===== config.mk =====
export PLATFORM = sky130hd
export DESIGN_NAME = irq_recognizer
export DESIGN_NICKNAME = d
export VERILOG_FILES = /design/src/rtl/irq_pkg.sv /design/src/rtl/irq_sync.sv /design/src/rtl/irq_arbiter.sv /design/src/rtl/irq_mask_stack.sv /design/src/rtl/irq_recognizer.sv
export SDC_FILE = /design/constraint.sdc
export NUM_CORES = 1
export LEC_CHECK = 0
export BUFFER_PORTS_ARGS = -buffer_cell sky130_fd_sc_hd__buf_2
export CAP_MARGIN = 20
export CORE_MARGIN = 1
export CORE_UTILIZATION = 46
export DETAILED_ROUTE_END_ITERATION = 8
export PLACE_DENSITY = 0.66
export RECOVER_POWER = 25
export SLEW_MARGIN = 40
export SYNTH_ARGS = -nofsm -noshare
export SYNTH_HDL_FRONTEND = slang
export SYNTH_SLANG_ARGS = --single-unit
export TNS_END_PERCENT = 1

===== constraint.sdc =====
create_clock -name clk -period 5.65 [get_ports clk]
set_clock_uncertainty 0.2 [all_clocks]
set_input_delay 0.8475 -clock clk [delete_from_list [all_inputs] [get_ports clk]]
set_output_delay 0.8475 -clock clk [all_outputs]
set_load 0.01 [all_outputs]

===== src/rtl/irq_pkg.sv =====
package irq_pkg;

    localparam int LEVELS = 7;
    localparam int LVL_W  = $clog2(LEVELS + 1);

    typedef logic [LVL_W-1:0] lvl_t;

    typedef struct packed {
        logic valid;
        lvl_t level;
    } grant_t;

    typedef enum logic [1:0] {
        OP_NONE,
        OP_TAKE,
        OP_WRITE,
        OP_RETURN
    } mask_op_e;

    // Highest set bit of the eligibility vector, as a level number (bit i = level i+1).
    function automatic lvl_t top_level(input logic [LEVELS-1:0] elig);
        lvl_t r;
        r = '0;
        for (int i = 0; i < LEVELS; i++) begin
            if (elig[i]) r = lvl_t'(i + 1);
        end
        return r;
    endfunction

endpackage


===== src/rtl/irq_sync.sv =====
module irq_sync #(
    parameter int W      = 7,
    parameter int STAGES = 2
) (
    input  logic         clk,
    input  logic         rst,
    input  logic [W-1:0] irq_n,
    output logic [W-1:0] req
);
    logic [STAGES-1:0][W-1:0] stg;

    always_ff @(posedge clk) begin
        if (rst) begin
            stg <= '0;
        end else begin
            stg[0] <= ~irq_n;
            for (int i = 1; i < STAGES; i++) begin
                stg[i] <= stg[i-1];
            end
        end
    end

    assign req = stg[STAGES-1];
endmodule


===== src/rtl/irq_arbiter.sv =====
module irq_arbiter
    import irq_pkg::*;
(
    input  logic [LEVELS-1:0] req,
    input  logic              nmi_edge,
    input  lvl_t              ipl,
    output grant_t            grant
);
    logic [LEVELS-1:0] elig;

    for (genvar i = 0; i < LEVELS; i++) begin : g_elig
        localparam lvl_t LV = lvl_t'(i + 1);
        if (i == LEVELS - 1) begin : g_top
            // top level: level-sensitive below a full mask, edge-only at a full mask
            assign elig[i] = req[i] & ((LV > ipl) | nmi_edge);
        end else begin : g_mask
            assign elig[i] = req[i] & (LV > ipl);
        end
    end

    assign grant.valid = |elig;
    assign grant.level = top_level(elig);
endmodule


===== src/rtl/irq_mask_stack.sv =====
module irq_mask_stack
    import irq_pkg::*;
#(
    parameter int   DEPTH      = 4,
    parameter lvl_t RESET_MASK = lvl_t'(LEVELS),
    localparam int  DW         = $clog2(DEPTH + 1),
    localparam int  IW         = (DEPTH > 1) ? $clog2(DEPTH) : 1
) (
    input  logic          clk,
    input  logic          rst,
    input  mask_op_e      op,
    input  lvl_t          take_lvl,
    input  lvl_t          wr_val,
    output lvl_t          ipl,
    output logic [DW-1:0] depth,
    output logic          overflow
);
    lvl_t stk [DEPTH];

    wire full  = (depth == DW'(DEPTH));
    wire empty = (depth == '0);

    always_ff @(posedge clk) begin
        if (rst) begin
            ipl      <= RESET_MASK;
            depth    <= '0;
            overflow <= 1'b0;
            for (int i = 0; i < DEPTH; i++) stk[i] <= '0;
        end else begin
            unique case (op)
                OP_TAKE: begin
                    if (full) begin
                        overflow <= 1'b1;
                    end else begin
                        stk[IW'(depth)] <= ipl;
                        depth           <= depth + DW'(1);
                    end
                    ipl <= take_lvl;
                end
                OP_WRITE: ipl <= wr_val;
                OP_RETURN: begin
                    if (!empty) begin
                        ipl   <= stk[IW'(depth - DW'(1))];
                        depth <= depth - DW'(1);
                    end
                end
                default: ;
            endcase
        end
    end
endmodule


===== src/rtl/irq_recognizer.sv =====
module irq_recognizer
    import irq_pkg::*;
#(
    parameter int  STACK_DEPTH = 4,
    parameter int  SYNC_STAGES = 2,
    localparam int DW          = $clog2(STACK_DEPTH + 1)
) (
    input  logic              clk,
    input  logic              rst,
    input  logic [LEVELS-1:0] irq_n,
    input  logic              mask_wr,
    input  logic [LVL_W-1:0]  mask_wr_val,
    input  logic              rte,
    output logic              take,
    output logic [LVL_W-1:0]  take_level,
    output logic [LVL_W-1:0]  ipl,
    output logic [DW-1:0]     nest_depth,
    output logic              overflow
);
    logic [LEVELS-1:0] req;
    logic              top_prev;
    logic              nmi_edge;
    grant_t            grant;
    mask_op_e          op;

    irq_sync #(.W(LEVELS), .STAGES(SYNC_STAGES)) u_sync (
        .clk   (clk),
        .rst   (rst),
        .irq_n (irq_n),
        .req   (req)
    );

    always_ff @(posedge clk) begin
        if (rst) top_prev <= 1'b0;
        else     top_prev <= req[LEVELS-1];
    end
    assign nmi_edge = req[LEVELS-1] & ~top_prev;

    irq_arbiter u_arb (
        .req      (req),
        .nmi_edge (nmi_edge),
        .ipl      (ipl),
        .grant    (grant)
    );

    always_comb begin
        if (rte)              op = OP_RETURN;
        else if (mask_wr)     op = OP_WRITE;
        else if (grant.valid) op = OP_TAKE;
        else                  op = OP_NONE;
    end

    irq_mask_stack #(.DEPTH(STACK_DEPTH)) u_stack (
        .clk      (clk),
        .rst      (rst),
        .op       (op),
        .take_lvl (grant.level),
        .wr_val   (mask_wr_val),
        .ipl      (ipl),
        .depth    (nest_depth),
        .overflow (overflow)
    );

    always_ff @(posedge clk) begin
        if (rst) begin
            take       <= 1'b0;
            take_level <= '0;
        end else begin
            take       <= (op == OP_TAKE);
            take_level <= grant.level;
        end
    end
endmodule


Word-level counts from Yosys, hierarchy flattened
Memories as Yosys holds them, arrays and structs flattened.
Index checks and enable logic that the tools add are counted.
Widths: inputs -> output; s select.
- register bits: 26
- bits in writable memories: 12
- input bits: 14
- output and inout port bits: 11
- memories kept: 1
- $add $sub $neg: 2
- magnitude comparators: 7
- equal/unequal tests: 6
- multiplexer cells: 24
- bitwise logic cells: 11
- reduce and logical (&&, ||, !) cells: 8
- memory list (memory ; depth ; width ; read ports ; clocked after Yosys merged registers in ; wr ports ; line ; source):
    u_stack.stk ; 4 ; 3 ; 1 ; 0 ; 4 ; irq_mask_stack.sv:18 ; lvl_t stk [DEPTH];
- operator list (operator ; number):
    $mux 3 ; 8
    $gt 3x3->1 const A ; 4
    $mux 2 ; 5
    $mux 1 ; 9
    $pmux 3 s3 ; 1
    $and 1x1->1 ; 8
    $not 7->7 ; 1
    $reduce_or 7->1 ; 1
    $gt 2x3->1 const A ; 2
    $pmux 3 s2 ; 1
    $eq 2x2->1 const B ; 2
    $ne 2x2->1 const B ; 2
    $reduce_and 2->1 ; 2
    $add 3x1->3 const B ; 1
    $eq 3x3->1 const B ; 1
    $gt 1x3->1 const A ; 1
    $logic_not 3->1 ; 1
    $reduce_and 3->1 ; 1
    $reduce_bool 3->1 ; 1
    $reduce_or 3->1 ; 1
    $sub 3x1->3 const B ; 1
    $eq 2x1->1 const B ; 1
    $reduce_bool 2->1 ; 1
    $not 1->1 ; 1
    $or 1x1->1 ; 1

Longest topological paths before layout
- depth after elaboration: 14
- depth in mapped cells: 8
- depth with buffers taken out: 6

Modules after synthesis
A second synthesis with hierarchy kept.
- cell total of the unflattened synthesis: 177
- area total of the unflattened synthesis: 1818.0 um2
- modules (own cells, without submodules) (module ; times used ; cells an instance ; area an instance (um2) ; sequential area each (um2)):
    irq_mask_stack ; 1 ; 101 ; 1066.0 ; 500.5
    irq_sync ; 1 ; 36 ; 431.7 ; 280.3
    irq_recognizer ; 1 ; 14 ; 165.2 ; 100.1
    irq_arbiter ; 1 ; 26 ; 155.1 ; 0.0

Worst setup path before layout
OpenSTA, ideal clock, no wires.
- path type: register to register
- start point: register u_stack.depth[0]
- end point: memory u_stack.stk[2][0] (netlist bit), enable pin
- setup time: 355 ps
- data arrival time: 1999 ps
- slack: 3095 ps
- stages on the path, launching flop included: 9
- buffers on the path: 3
- path through: dfxtp_1 > clkbuf_1 > buf_2 > inv_1 > ha_1 > nand2_1 > o211ai_4 > buf_6 > o31ai_1
- RTL lines (item ; line ; source):
    from (decl) ; irq_mask_stack.sv:15 ; output logic [DW-1:0] depth,
    from (signal assigned) ; irq_mask_stack.sv:36 ; depth <= depth + DW'(1);
    from (signal assigned) ; irq_mask_stack.sv:44 ; depth <= depth - DW'(1);
    to (decl) ; irq_mask_stack.sv:18 ;

==> qor.txt <==
initial antenna violation count = 0
Reg2Reg Depth = 5
Yosys cell types = 53
Clk pwr share = 0.277
count leader, synth = dfxtp_1
Sink Count = 38
worst rel slew slack = -0.0732
Die Y = 65.4 um
pre-CTS setup slack = 2.96 ns
Synth Instances = 173
Max clock buf depth = 2
DP HPWL = 2610 um
number of flops mapped to enable cells by yosys = 12
initial drt markers = 100
Worst R2R Start = u_stack.depth[0]$_SDFFE_PP0P_
Residual DRC = 0
worst path required time = 5.48 ns
MaxCap Viol Count = 1
global-route usage over all layers = 0.187
Die W = 65.4 um
Reg power frac = 0.485
Tmin final = 3.08 ns
Setup crit end kind = register
CTS tree = yes
Antenna Nets Post-Route = 0
global-route congestion overflow total = 0
Post-CTS Hold Buffers = 0
total CTS buffers = 5
worst path arrival time = 2.91 ns
Worst path slowest cell = clkbuf_1
Max Fclk = 324 MHz
Final Wtd Congestion = 0.910
critical path type = in -> reg
first-pass GRT wire length = 5950 um
Hold Crit Class = reg -> reg
Comb pwr share = 0.239
Vias = 1359
PostCTS Resize Cnt = 0
hold path endpoint = u_sync.req[3]$_SDFF_PP0_
Initial Utilization = 0.491
leakage power = 0.799 nW
hold path depth = 1
internal cell power = 0.474 mW
Buf/Inv on CP = 2
flop-to-flop setup slack = 2.90 ns
Max VDD drop = 0.000139 V
FF/Latch Area = 881 um2
postcts setup bufs = 0
max incr delay on CP = 1.14 ns
Reg clk slew, reported paths = 0.08 ns
Net Sw Power = 0.230 mW
# setup viols final = 0
outcome = complete, but fails checks
largest net degree at the start of global routing = 38
Setup TNS Final = 0 ns
yosys warns = 0
Mean Syn Cell Area = 10.7 um2
critical path cell sequence = clkbuf_1, inv_1, nand2_1, nor4b_2
RSZ-0062 raised after global routing = no
register area share after synthesis = 0.476
n_diodes = 0
Worst R2R End = u_stack.stk[3][1]$_DFFE_PP_
Hold Crit Start = u_sync.stg[3]$_SDFF_PP0_
Synth area leaders = dfxtp_1 (28%), edfxtp_1 (19%), nor2_1 (4.3%), nor2b_1 (3.4%), mux2i_1 (3.2%)
Worst Setup Start Kind = primary input
sw frac = 0.326
Async SR Flop Fraction = 0
routed len/inst = 15.1 um
IO Port Bufs = 24
register bit total from synthesis = 38
final net count = 211
largest area contributor in the netlist = dfxtp_1
die area = 4280 um2
vias per cell = 5.59
drt pass-1 iters = 4
Primary FF master, synth = dfxtp_1
PnR worst setup slack = 2.57 ns
Final Cycle Share = 0.546
PwrDens = 340 nW/um2
core footprint = 3770 um2
syn nets = 190
drt total wl = 3680 um
synth cell count leaders = dfxtp_1 (26), nor2_1 (21), edfxtp_1 (12)
Cell Area, Synth = 1850 um2
clk_lat worst skew = 0.30 ns
vias in the first global route = 1234
IO Count = 25
Fillers = 314
worst slew pin tran = 1.61 ns
failing checks = max-capacitance violations, max-slew violations
Tot Pwr = 0.704 mW
CTS HTree Levels = 2
area delta synth->final = 11.7%
Max Slew Vio Count = 38
row count = 22
Hold Vio Cnt, Final = 0
multi-input logic area = 887 um2
layout cell share with drive strength beyond 1 = 0.262
CP Max Fanout = 37
Root Driver = clkbuf_8
Crit path max-delay family = buffers and inverters
top cell type's share of synthesized area = 0.281
## metrics by stage
step	util	area (um2)	hold WS, ns	instances
6_report	0.548	2070	0.238	243
5_1_grt	0.548	2070	0.254	243
4_1_cts	0.548	2070	0.243	243
3_5_place_dp	0.524	1970	0.225	235
3_3_place_gp	0.524	1970	0.216	235
2_1_floorplan	-	1850	0.214	173
## routing by layer
| layer | vias to the layer above | global-route usage | part of all wire | routed length, um |
|---|---|---|---|---|
| li1 | 666 | - | - | - |
| met1 | 657 | 0.268 | 0.51 | 1880 |
| met2 | 29 | 0.268 | 0.44 | 1600 |
| met3 | 7 | 0.0521 | 0.041 | 149 |
| met4 | 0 | 0.0652 | 0.013 | 48 |
| met5 | - | 0 | 0 | 0 |
## final cells by class
| class | instances | area share |
|---|---|---|
| flip-flops and latches | 38 | 0.426 |
| clock inverters | 2 | 0.00545 |
| repair buffers | 24 | 0.0575 |
| clock buffers | 6 | 0.0400 |
| inverters | 7 | 0.0127 |
| well taps | 48 | 0.0291 |
| multi-input cells | 118 | 0.429 |
## power by group through the flow
stage                     Clock [mW]  Combinational [mW]  Sequential (mW)
after floorplan                    0               0.141            0.330
after global placement             0               0.164            0.346
after detailed placement           0               0.166            0.347
after CTS                      0.198               0.168            0.340
after global routing           0.207               0.182            0.345
final                          0.195               0.168            0.341
## cell families after synthesis
logic type      share of synthesized area
fa+ha+maj                          0.0203
xor+xnor                          0.00473
buf+inv                            0.0446
flops                               0.476
simple gates                        0.222
mux                                0.0568
compound gates                      0.176
## cell usage in the layout, fill, tap and decap left out, types with 4 or more instances in the layout
master    count
nand2_1      10
a21oi_1       8
inv_1         7
nor4b_2       4
edfxtp_1     12
nor2_1       21
buf_2        23
dfxtp_1      26
nor2b_1      10
mux2i_1       6
clkbuf_8      6
## worst max-delay path by stage
stage               slack [ns]  depth (start not counted)                     startpoint                              end
floorplan                 3.10                          8  u_stack.depth[0]$_SDFFE_PP0P_  u_stack.stk[2][0]$_SDFFCE_PN0P_
global placement          3.06                          5  u_stack.depth[0]$_SDFFE_PP0P_      u_stack.stk[3][0]$_DFFE_PP_
detailed placement        2.96                          5  u_stack.depth[0]$_SDFFE_PP0P_      u_stack.stk[3][2]$_DFFE_PP_
CTS                       2.93                          5  u_stack.depth[0]$_SDFFE_PP0P_  u_stack.stk[2][1]$_SDFFCE_PN0P_
global route              2.28                          3                            rst  u_stack.stk[1][2]$_SDFFCE_PN0P_
finish                    2.57                          4                            rst  u_stack.stk[2][2]$_SDFFCE_PN0P_
## state kept, by name, indices dropped and copies added, names as in the netlist
register and cells:
take 1, take_level 3, top_prev 1, u_stack.depth 3
u_stack.ipl 3, u_stack.overflow 1, u_stack.stk 12, u_sync.req 7
u_sync.stg 7
(Power assumes the default switching activity.)
